## src/rtl/sdcmd_pkg.sv

```systemverilog
package sdcmd_pkg;

  typedef enum logic [2:0] {
    CMD_NOP,
    CMD_ACT,
    CMD_RD,
    CMD_WR,
    CMD_PRE,
    CMD_BST
  } cmd_e;

  function automatic cmd_e decode_pins(input logic ras_n, input logic cas_n,
                                       input logic we_n);
    cmd_e c;
    case ({ras_n, cas_n, we_n})
      3'b011:  c = CMD_ACT;
      3'b101:  c = CMD_RD;
      3'b100:  c = CMD_WR;
      3'b010:  c = CMD_PRE;
      3'b110:  c = CMD_BST;
      default: c = CMD_NOP;
    endcase
    return c;
  endfunction

endpackage

```

## src/rtl/sdcmd_decode.sv

```systemverilog
module sdcmd_decode
  import sdcmd_pkg::*;
(
  input  logic ras_n,
  input  logic cas_n,
  input  logic we_n,
  output cmd_e cmd
);

  always_comb begin
    cmd = decode_pins(ras_n, cas_n, we_n);
  end

endmodule

```

## src/rtl/sdcmd_bank_table.sv

```systemverilog
module sdcmd_bank_table
  import sdcmd_pkg::*;
#(
  parameter int BA_W   = 2,
  parameter int ROW_W  = 13,
  parameter int AP_BIT = 10,
  localparam int NB    = 1 << BA_W
) (
  input  logic              clk,
  input  logic              rst_n,
  input  cmd_e              cmd,
  input  logic [BA_W-1:0]   ba,
  input  logic [ROW_W-1:0]  addr,
  output logic [NB-1:0]     open_q,
  output logic [NB*ROW_W-1:0] rows_q
);

  for (genvar b = 0; b < NB; b++) begin : g_bank
    logic hit;
    logic open_d;
    logic row_en;

    always_comb begin
      hit    = (ba == BA_W'(b));
      open_d = open_q[b];
      row_en = 1'b0;
      if (cmd == CMD_ACT && hit) begin
        open_d = 1'b1;
        row_en = 1'b1;
      end else if (cmd == CMD_PRE && (addr[AP_BIT] || hit)) begin
        open_d = 1'b0;
      end
    end

    always_ff @(posedge clk or negedge rst_n) begin
      if (!rst_n) begin
        open_q[b] <= 1'b0;
      end else begin
        open_q[b] <= open_d;
      end
    end

    always_ff @(posedge clk or negedge rst_n) begin
      if (!rst_n) begin
        rows_q[b*ROW_W +: ROW_W] <= '0;
      end else if (row_en) begin
        rows_q[b*ROW_W +: ROW_W] <= addr;
      end
    end
  end

endmodule

```

## src/rtl/sdcmd_burst_engine.sv

```systemverilog
module sdcmd_burst_engine
  import sdcmd_pkg::*;
#(
  parameter int BA_W      = 2,
  parameter int COL_W     = 9,
  parameter int BURST_LEN = 4,
  localparam int LB       = $clog2(BURST_LEN),
  localparam int CW       = (LB > 0) ? LB : 1
) (
  input  logic             clk,
  input  logic             rst_n,
  input  cmd_e             cmd,
  input  logic [BA_W-1:0]  ba,
  input  logic [COL_W-1:0] col_in,
  input  logic             bank_ok,
  output logic             beat_vld_q,
  output logic             beat_wr_q,
  output logic [COL_W-1:0] beat_col_q,
  output logic [BA_W-1:0]  beat_bank_q,
  output logic             err_q
);

  // Burst state
  logic             act_q,  act_d;
  logic             dir_q,  dir_d;
  logic [BA_W-1:0]  bnk_q,  bnk_d;
  logic [COL_W-1:0] base_q, base_d;
  logic [CW-1:0]    cnt_q,  cnt_d;
  logic             st_en;

  // Beat output next values
  logic             vld_d, bwr_d, err_d;
  logic [COL_W-1:0] bcol_d;
  logic [BA_W-1:0]  bbank_d;

  logic [COL_W-1:0] wrap_col;
  logic             last_beat;
  logic             is_rw;
  logic             cont;

  if (LB == 0) begin : g_bl1
    assign wrap_col = base_q;
  end else begin : g_blx
    logic [LB-1:0] low;
    assign low      = base_q[LB-1:0] + cnt_q[LB-1:0];
    assign wrap_col = {base_q[COL_W-1:LB], low};
  end

  assign last_beat = (cnt_q == CW'(BURST_LEN - 1));
  assign is_rw     = (cmd == CMD_RD) || (cmd == CMD_WR);

  always_comb begin
    act_d   = act_q;
    dir_d   = dir_q;
    bnk_d   = bnk_q;
    base_d  = base_q;
    cnt_d   = cnt_q;
    st_en   = 1'b0;
    vld_d   = 1'b0;
    bwr_d   = 1'b0;
    bcol_d  = beat_col_q;
    bbank_d = beat_bank_q;
    err_d   = 1'b0;
    cont    = 1'b0;

    if (is_rw && bank_ok) begin
      st_en   = 1'b1;
      act_d   = (BURST_LEN > 1);
      dir_d   = (cmd == CMD_WR);
      bnk_d   = ba;
      base_d  = col_in;
      cnt_d   = CW'(1);
      vld_d   = 1'b1;
      bwr_d   = (cmd == CMD_WR);
      bcol_d  = col_in;
      bbank_d = ba;
    end else if (cmd == CMD_PRE || cmd == CMD_BST) begin
      st_en = act_q;
      act_d = 1'b0;
    end else begin
      err_d = is_rw;
      cont  = act_q;
    end

    if (cont) begin
      st_en   = 1'b1;
      vld_d   = 1'b1;
      bwr_d   = dir_q;
      bcol_d  = wrap_col;
      bbank_d = bnk_q;
      cnt_d   = cnt_q + CW'(1);
      act_d   = !last_beat;
    end
  end

  always_ff @(posedge clk or negedge rst_n) begin
    if (!rst_n) begin
      act_q  <= 1'b0;
      dir_q  <= 1'b0;
      bnk_q  <= '0;
      base_q <= '0;
      cnt_q  <= '0;
    end else if (st_en) begin
      act_q  <= act_d;
      dir_q  <= dir_d;
      bnk_q  <= bnk_d;
      base_q <= base_d;
      cnt_q  <= cnt_d;
    end
  end

  always_ff @(posedge clk or negedge rst_n) begin
    if (!rst_n) begin
      beat_vld_q  <= 1'b0;
      beat_wr_q   <= 1'b0;
      beat_col_q  <= '0;
      beat_bank_q <= '0;
      err_q       <= 1'b0;
    end else begin
      beat_vld_q  <= vld_d;
      beat_wr_q   <= bwr_d;
      beat_col_q  <= bcol_d;
      beat_bank_q <= bbank_d;
      err_q       <= err_d;
    end
  end

endmodule

```

## src/rtl/sdcmd_burst_tracker.sv

```systemverilog
module sdcmd_burst_tracker
  import sdcmd_pkg::*;
#(
  parameter int BA_W      = 2,
  parameter int ROW_W     = 13,
  parameter int COL_W     = 9,
  parameter int AP_BIT    = 10,
  parameter int BURST_LEN = 4,
  localparam int NB       = 1 << BA_W
) (
  input  logic                clk,
  input  logic                rst_n,
  input  logic                ras_n,
  input  logic                cas_n,
  input  logic                we_n,
  input  logic [BA_W-1:0]     bank_sel,
  input  logic [ROW_W-1:0]    addr,
  output logic [NB-1:0]       bank_open,
  output logic [NB*ROW_W-1:0] bank_row,
  output logic                wr_strobe,
  output logic                rd_valid,
  output logic [COL_W-1:0]    beat_col,
  output logic [BA_W-1:0]     beat_bank,
  output logic                cmd_err
);

  cmd_e cmd;
  logic beat_vld;
  logic beat_wr;
  logic bank_ok;

  sdcmd_decode u_decode (
    .ras_n (ras_n),
    .cas_n (cas_n),
    .we_n  (we_n),
    .cmd   (cmd)
  );

  sdcmd_bank_table #(
    .BA_W   (BA_W),
    .ROW_W  (ROW_W),
    .AP_BIT (AP_BIT)
  ) u_banks (
    .clk    (clk),
    .rst_n  (rst_n),
    .cmd    (cmd),
    .ba     (bank_sel),
    .addr   (addr),
    .open_q (bank_open),
    .rows_q (bank_row)
  );

  assign bank_ok = bank_open[bank_sel];

  sdcmd_burst_engine #(
    .BA_W      (BA_W),
    .COL_W     (COL_W),
    .BURST_LEN (BURST_LEN)
  ) u_burst (
    .clk         (clk),
    .rst_n       (rst_n),
    .cmd         (cmd),
    .ba          (bank_sel),
    .col_in      (addr[COL_W-1:0]),
    .bank_ok     (bank_ok),
    .beat_vld_q  (beat_vld),
    .beat_wr_q   (beat_wr),
    .beat_col_q  (beat_col),
    .beat_bank_q (beat_bank),
    .err_q       (cmd_err)
  );

  assign wr_strobe = beat_vld && beat_wr;
  assign rd_valid  = beat_vld && !beat_wr;

endmodule

```

## config.mk

```make
export PLATFORM = sky130hd
export DESIGN_NAME = sdcmd_burst_tracker
export DESIGN_NICKNAME = d
export VERILOG_FILES = /design/src/rtl/sdcmd_pkg.sv /design/src/rtl/sdcmd_decode.sv /design/src/rtl/sdcmd_bank_table.sv /design/src/rtl/sdcmd_burst_engine.sv /design/src/rtl/sdcmd_burst_tracker.sv
export SDC_FILE = /design/constraint.sdc
export NUM_CORES = 1
export LEC_CHECK = 0
export BUFFER_PORTS_ARGS = -buffer_cell sky130_fd_sc_hd__buf_2
export CAP_MARGIN = 20
export CORE_ASPECT_RATIO = 0.9
export CORE_MARGIN = 1.5
export CORE_UTILIZATION = 35
export DETAILED_ROUTE_END_ITERATION = 12
export PLACE_DENSITY_LB_ADDON = 0.1
export SKIP_CTS_REPAIR_TIMING = 1
export SLEW_MARGIN = 10
export SYNTH_ARGS = -nofsm -noshare
export SYNTH_HDL_FRONTEND = slang
export SYNTH_SLANG_ARGS = --single-unit
```

## constraint.sdc

```tcl
create_clock -name clk -period 1.8 [get_ports clk]
set_input_delay 0.36 -clock clk [delete_from_list [all_inputs] [get_ports clk]]
set_output_delay 0.36 -clock clk [all_outputs]
set_load 0.005 [all_outputs]
```

==> results.toml, run 1 <==
[outcome]
status = "complete, no violations"

[grt]
grt_pass1_vias = 2399
gr-usage-met3_pct = 3.90
use_met1_pct = 24.7
grt_use_total_pct = 16.5
busiest_layer = "met1"
grt_max_degree = 86
grt_pass1_wl_mm = 13.5
use_met2_pct = 22.6
antenna_found_initial = 0
grt-ovfl-total = 0

[clock_tree]
insertion_delay_ps = 350
clk_pin_slew_ps = 90
clock_sinks = 85
clk_root_buffer_cell = "clkbuf_8"
cts_htree_levels = 3
numCtsBuffers = 9
cts_tree = "yes"
clockBufferDepth = 2

[finish]
n_antenna_cell = 0
final_common_cell = "buf_2"
stdcell_area_sq_um = 4470
drive_gt1_share_pct = 52.9
nets = 376
syn_to_final_growth_pct = 26.1
final_cells = 485
fill_cells = 918
layout_common_cells = "88 x buf_2, 85 x dfrtp_1, 59 x mux2_2"

[floorplanning]
fp.dieW_microns = 109
fp-row-count = 34
io_pins = 90
start_util_pct = 36.4
die-area_sq_um = 10800
die_y_microns = 98.5
coreArea_sq_um = 9740

[setup_path]
critPathTopFamily = "multiplexers"
crit_chain = "mux4_2 > nand2_4 > mux2_2"
crit_fanout = 22
cp-end-kind = "flop"
worst_setup_path_start_kind = "flop"
crit_type = "reg2reg"
critPathRequiredTime_ps = 2030
slowest_delay_ps = 530
critPathBufInv = 0
cp_slowest_cell = "mux4_2"
arrival_ps = 1930

[timing]
min_period_ps = 1700
hold_slack_ps = 6.48
setup_viol = 0
finalMaxSlewViolations = 0
worst_pin_slew_ps = 488
fin_crit_sh_pct = 94.5
hold_viol_final = 0
tns_ps = 0
rsz0062_at_grt = "no"
skew_ps = 9.10
max_slew_margin_pct = 67.4
max_freq_mhz = 588

[pwr]
peakVddDrop_v = 0.000585
leakage_nw = 2.18
p_per_area_nw_per_um2 = 1300
total_power_mw = 5.80

[drt]
viasPerCell = 4.92
first_iter_violations = 122
vias = 2385
drc = 0
wire_per_inst_microns = 16.9
dr.pass1.iters = 4
drtAntennaViolNets = 0
finalWirelength_mm = 8.19

[yosys]
synth_ff_type = "dfrtp_1"
syn_area_sq_um = 3550
synth_edf_count = 0
yosysTopAreaCell = "dfrtp_1"
synth-async-reset-ratio_pct = 100
synthTopCellsByArea = "dfrtp_1 60%, mux2_2 19%, and3b_1 2.5%, o21ai_0 2.4%, a31oi_1 1.8%"
avgSynthCellArea_sq_um = 14.0
ys_types = 38
syn-num-nets = 276
ys_ff_latch = 85
synth.yosys.warnings = 0
yosys.area.top_type_share_pct = 59.9
yosysSeqAreaShare_pct = 59.9
synthCells = 254

[hold_path]
hold_class = "in2async"

[place]
place_inst = 469
dpl_cell_area_sq_um = 4230
port-buffer-count = 89
hpwl_mm = 5.42
gp_congestion = 0.721

[flow_run]
drv_cap = 0
[worst register-to-register path, cell delays in order (launching register included)]
cell	delay, ps
dfrtp_1	420
mux4_2	530
nand2_4	260
mux2_2	380
[cell usage after synthesis, types with 3 or more instances]
cell and number:
dfrtp_1 85, mux2_2 59, o21ai_0 17, nand3_1 11, a31oi_1 10, and3b_1 10, clkbuf_1 8, nor2b_1 7
nand2_1 4, buf_2 3
[cell type report]
cell class | instances | area, sq um | area share, %
clock buffers | 12 | 165 | 3.69
clock inverters | 4 | 77.6 | 1.73
inverters | 2 | 7.51 | 0.168
multi-input cells | 151 | 1310 | 29.3
flip-flops and latches | 85 | 2130 | 47.5
well taps | 126 | 158 | 3.52
repair buffers | 105 | 631 | 14.1
[per-layer routing]
| metal | routed length [microns] | vias up |
|---|---|---|
| met3 | 522 | 15 |
| met2 | 3590 | 73 |
| li1 | - | 1121 |
| met4 | 185 | 0 |
| met1 | 3890 | 1176 |
| met5 | 0 | - |
[worst paths after layout]
path / depth (start not counted) / from / slack [ps] / to
max: 3 / u_banks.open_q[3]$_DFFE_PN0P_ / 100 / u_burst.base_q[6]$_DFFE_PN0P_
min: 2 / rst_n / 6 / u_banks.rows_q[36]$_DFFE_PN0P_
max reg2reg: 3 / u_banks.open_q[3]$_DFFE_PN0P_ / 100 / u_burst.base_q[6]$_DFFE_PN0P_
min reg2reg: 1 / u_banks.rows_q[37]$_DFFE_PN0P_ / 500 / u_banks.rows_q[37]$_DFFE_PN0P_
max in group asynchronous: 2 / rst_n / 1380 / u_burst.beat_col_q[3]$_DFFE_PN0P_
min in group clk: 2 / addr[11] / 270 / u_banks.rows_q[37]$_DFFE_PN0P_
[power breakdown]
part / internal [mW] / switching [mW]
Sequential: 2.48 / 0.296
Combinational: 0.815 / 0.631
Clock: 0.903 / 0.676
[cell families after synthesis]
logic type / count (synthesis) / share of synthesized area, %
xor+xnor: 1 / 0.247
buf+inv: 18 / 3.31
flops: 85 / 59.9
compound gates: 39 / 6.73
fa+ha+maj: 2 / 0.705
simple gates: 45 / 8.22
mux: 64 / 20.8
[sequential cells by signal, summed over array words and instances, names as in the netlist]
| name | cells |
|---|---|
| u_burst.beat_col_q | 9 |
| u_banks.rows_q | 52 |
| u_burst.beat_wr_q | 1 |
| u_burst.act_q | 1 |
| u_burst.dir_q | 1 |
| u_burst.beat_vld_q | 1 |
| u_banks.open_q | 4 |
| u_burst.bnk_q | 2 |
| u_burst.beat_bank_q | 2 |
| u_burst.base_q | 9 |
| u_burst.err_q | 1 |
| u_burst.cnt_q | 2 |
[through the flow]
| stage | worst slack (ps) | utilization, % |
|---|---|---|
| CTS | 89.8 | 45.9 |
| detailed placement | 24.3 | 43.4 |
| finish | 99.0 | 45.9 |
| global placement | 53.4 | 43.4 |
| floorplan | 83.1 | - |
| global route | 33.3 | 45.9 |
Power figures use the tool's default switching activity.
==> run 2: changes to the inputs <==
Clock period 1.8 ns to 1.5 ns, I/O delays scaled along.
==> results.toml, run 2 (synthesis gave the netlist of run 1 again) <==
[finish]
nets = 395
regMostFlops = "u_banks.rows_q"
layout_common_cells = "88 x buf_2, 85 x dfrtp_1, 59 x mux2_2"
n_antenna_cell = 0
final_core_util_pct = 47.1
final_common_cell = "buf_2"
drive_gt1_share_pct = 54.8
largest_reg_flops = 52
final_cells = 504
reg.largest.list = "u_banks.rows_q: 52 flops, u_burst.base_q: 9 flops, u_burst.beat_col_q: 9 flops"
syn_to_final_growth_pct = 29.3

[hold_path]
hold_class = "in2reg"
whs_path_depth = 2

[grt]
antenna_found_initial = 0
grt_pass1_vias = 2532
grt-ovfl-total = 0
grt_max_degree = 36
grt_use_total_pct = 17.3
grt_pass1_wl_mm = 13.7

[drt]
vias = 2500
wire_per_inst_microns = 16.9
dr.pass1.iters = 4
viasPerCell = 4.96
first_iter_violations = 59
drc = 0
drtAntennaViolNets = 0
finalWirelength_mm = 8.54

[timing]
finalWorstSetupSlack_ps = -105
hold_slack_ps = 206
setup_viol = 23
rsz0062_at_grt = "yes"
skew_ps = 6.96
max_freq_mhz = 623
hold_viol_final = 0
max_slew_margin_pct = 73.2
min_period_ps = 1600
finalMaxSlewViolations = 0
fin_crit_sh_pct = 107
tns_ps = -1370
worst_pin_slew_ps = 401

[place]
gp_congestion = 0.771
hpwl_mm = 6.06
place_inst = 486
port-buffer-count = 89

[clock_tree]
clock_sinks = 85
numCtsBuffers = 9
cts_htree_levels = 3
clk_root_buffer_cell = "clkbuf_8"
cts_tree = "yes"
clk_pin_slew_ps = 90
clockBufferDepth = 2
insertion_delay_ps = 360

[setup_path]
crit_fanout = 19
critPathRequiredTime_ps = 1740
cp-end-kind = "flop"
crit_chain = "mux4_2 > nand2_8 > mux2_2"
arrival_ps = 1850
worst_setup_path_start_kind = "flop"
slowest_delay_ps = 540
crit_type = "reg2reg"
rr_worst_depth = 3
cp_slowest_cell = "mux4_2"

[floorplanning]
io_pins = 90
fp-row-count = 34
start_util_pct = 36.4
die-area_sq_um = 10800
fp.dieW_microns = 109
coreArea_sq_um = 9740
die_y_microns = 98.5

[pwr]
total_power_mw = 6.80
leakage_nw = 2.24
p_per_area_nw_per_um2 = 1480
peakVddDrop_v = 0.000564

[flow_run]
drv_cap = 0

[outcome]
violations = "setup timing"
status = "complete, but fails checks"
run 2: path summary, 6_finish.rpt:
check,from,end,slack (ps)
worst max-delay path,u_banks.open_q[0]$_DFFE_PN0P_,u_burst.bnk_q[0]$_DFFE_PN0P_,-100
worst min register to register,u_banks.rows_q[37]$_DFFE_PN0P_,u_banks.rows_q[37]$_DFFE_PN0P_,490
worst min-delay path,addr[11],u_banks.rows_q[37]$_DFFE_PN0P_,210
min in group asynchronous,rst_n,u_banks.rows_q[10]$_DFFE_PN0P_,410
worst max register to register,u_banks.open_q[0]$_DFFE_PN0P_,u_burst.bnk_q[0]$_DFFE_PN0P_,-100
max in group asynchronous,rst_n,u_banks.rows_q[7]$_DFFE_PN0P_,570
run 2: area by class of cell:
class	count	area [sq um]
Fill cell	966	5150
Sequential cell	85	2130
Multi-Input combinational cell	151	1320
Timing Repair Buffer	124	779
Tap cell	126	158
Clock buffer	10	128
Clock inverter	6	71.3
Inverter	2	7.51
run 2: report_power, final:
part           internal, mW  switching, mW  leakage (nW)
clock                 0.784          0.850        0.0935
combinational          1.05          0.801          1.10
sequential             2.98          0.343          1.04
total                  4.81           1.99          2.24
run 2: critical path: cells and delay by family, from the launching register on:
family	cells	cell delay, ps
multiplexers	2	890
AND/OR/NAND/NOR	1	190
flip-flops	1	410
run 2: metal layers:
metal | vias to the layer above | part of all wire, % | track usage, %
li1 | 1158 | - | -
met3 | 14 | 5.4 | 5.49
met1 | 1266 | 46 | 22.8
met2 | 62 | 47 | 26.2
met5 | - | 0 | 0
met4 | 0 | 2.1 | 7.19
run 2: through the flow:
step | worst slack, ps | cell area (sq um)
3_5_place_dp | -178 | 4360
5_1_grt | -156 | 4590
4_1_cts | -137 | 4560
2_1_floorplan | -147 | 3550
6_report | -105 | 4590
3_3_place_gp | -172 | 4360
==> run 3: changes to the inputs <==
Settings changed: CAP_MARGIN 20 to 25, MAX_ROUTING_LAYER from default to met4.
==> results.toml, run 3 (synthesis gave the netlist of run 1 again) <==
[clock_tree]
clk_pin_slew_ps = 90
numCtsBuffers = 9
cts_htree_levels = 3
clockBufferDepth = 2
clk_root_buffer_cell = "clkbuf_8"
insertion_delay_ps = 360
cts_tree = "yes"
clock_sinks = 85

[grt]
busiest_layer = "met2"
use_met1_pct = 23.1
grt_pass1_wl_mm = 13.7
use_met2_pct = 26.2
grt_pass1_vias = 2535
antenna_found_initial = 0
grt_use_total_pct = 17.8
gr-usage-met3_pct = 4.96
grt_max_degree = 36
grt-ovfl-total = 0

[setup_path]
crit_fanout = 19
worst_setup_path_start_kind = "flop"
crit_type = "reg2reg"
arrival_ps = 1850
critPathTopFamily = "multiplexers"
crit_chain = "mux4_2 > nand2_8 > mux2_2"
critPathBufInv = 0
critPathRequiredTime_ps = 1750
cp_slowest_cell = "mux4_2"
slowest_delay_ps = 550
cp-end-kind = "flop"

[timing]
max_freq_mhz = 622
worst_pin_slew_ps = 394
finalWorstSetupSlack_ps = -108
min_period_ps = 1610
hold_viol_final = 0
setup_viol = 23
max_slew_margin_pct = 73.7
skew_ps = 6.97
fin_crit_sh_pct = 107
finalMaxSlewViolations = 0
rsz0062_at_grt = "yes"

[finish]
n_antenna_cell = 0
largest_reg_flops = 52
fill_cells = 966
layout_common_cells = "88 x buf_2, 85 x dfrtp_1, 59 x mux2_2"
syn_to_final_growth_pct = 29.3
final_common_cell = "buf_2"
reg.largest.list = "u_banks.rows_q: 52 flops, u_burst.base_q: 9 flops, u_burst.beat_col_q: 9 flops"
drive_gt1_share_pct = 54.8
stdcell_area_sq_um = 4590
regMostFlops = "u_banks.rows_q"
nets = 395

[pwr]
peakVddDrop_v = 0.000564
p_per_area_nw_per_um2 = 1480
leakage_nw = 2.24

[drt]
viasPerCell = 4.94
dr.pass1.iters = 4
finalWirelength_mm = 8.55
vias = 2489
drtAntennaViolNets = 0
first_iter_violations = 67
drc = 0
wire_per_inst_microns = 17.0

[place]
port-buffer-count = 89
hpwl_mm = 6.06
gp_congestion = 0.781
dpl_cell_area_sq_um = 4360
pre_cts_ws_ps = -178

[floorplanning]
die_y_microns = 98.5
fp.dieW_microns = 109
die-area_sq_um = 10800
fp-row-count = 34
coreArea_sq_um = 9740
start_util_pct = 36.4
io_pins = 90

[flow_run]
drv_cap = 0

[outcome]
violations = "setup timing"
status = "complete, but fails checks"

[hold_path]
hold_class = "in2reg"
[run 3: cell counts in the layout (fill, tap and decap cells not counted)]
Identical to the previous run, type by type.
[run 3: report_power, final]
part           total [mW]  internal (mW)  switching [mW]
combinational        1.85           1.05           0.801
clock                1.64          0.784           0.852
sequential           3.32           2.98           0.342
[run 3: worst register-to-register path, delay by kind of cell, from the launching register on]
| family | cells | cell delay [ps] |
|---|---|---|
| AND/OR/NAND/NOR | 1 | 190 |
| multiplexers | 2 | 900 |
| flip-flops | 1 | 410 |
[run 3: final timing paths]
check                                                     from                              to  slack (ps)  cells after the start
worst min register to register  u_banks.rows_q[37]$_DFFE_PN0P_  u_banks.rows_q[37]$_DFFE_PN0P_         490                      1
worst max-delay path             u_banks.open_q[0]$_DFFE_PN0P_    u_burst.bnk_q[0]$_DFFE_PN0P_        -110                      3
min in group asynchronous                                rst_n  u_banks.rows_q[10]$_DFFE_PN0P_         400                      2
worst max register to register   u_banks.open_q[0]$_DFFE_PN0P_    u_burst.bnk_q[0]$_DFFE_PN0P_        -110                      3
max in group asynchronous                                rst_n   u_banks.rows_q[7]$_DFFE_PN0P_         570                      3
worst min-delay path                                  addr[11]  u_banks.rows_q[37]$_DFFE_PN0P_         210                      2
[run 3: per-layer routing]
layer	vias up	routed length [microns]
li1	1156	-
met3	12	399
met5	-	0
met1	1256	4010
met4	0	155
met2	65	3980
[run 3: cell type report]
class | count | area (sq um) | area share, %
repair buffers | 124 | 779 | 17.0
well taps | 126 | 158 | 3.44
inverters | 2 | 7.51 | 0.164
clock inverters | 6 | 71.3 | 1.55
flip-flops and latches | 85 | 2130 | 46.4
multi-input cells | 151 | 1320 | 28.7
clock buffers | 10 | 128 | 2.78
[run 3: per-stage QoR]
stage | cells | hold WS, ps | setup TNS (ps) | power (mW) | util (%)
6_report | 504 | 206 | -1380 | 6.80 | 47.1
5_1_grt | 504 | 188 | -2550 | 7.27 | 47.1
4_1_cts | 502 | -155 | -1640 | 6.91 | 46.8
3_5_place_dp | 486 | 251 | -8270 | 5.23 | 44.7
3_3_place_gp | 486 | 252 | -8330 | 5.17 | 44.7
2_1_floorplan | 254 | 4.41 | -1120 | 4.28 | -
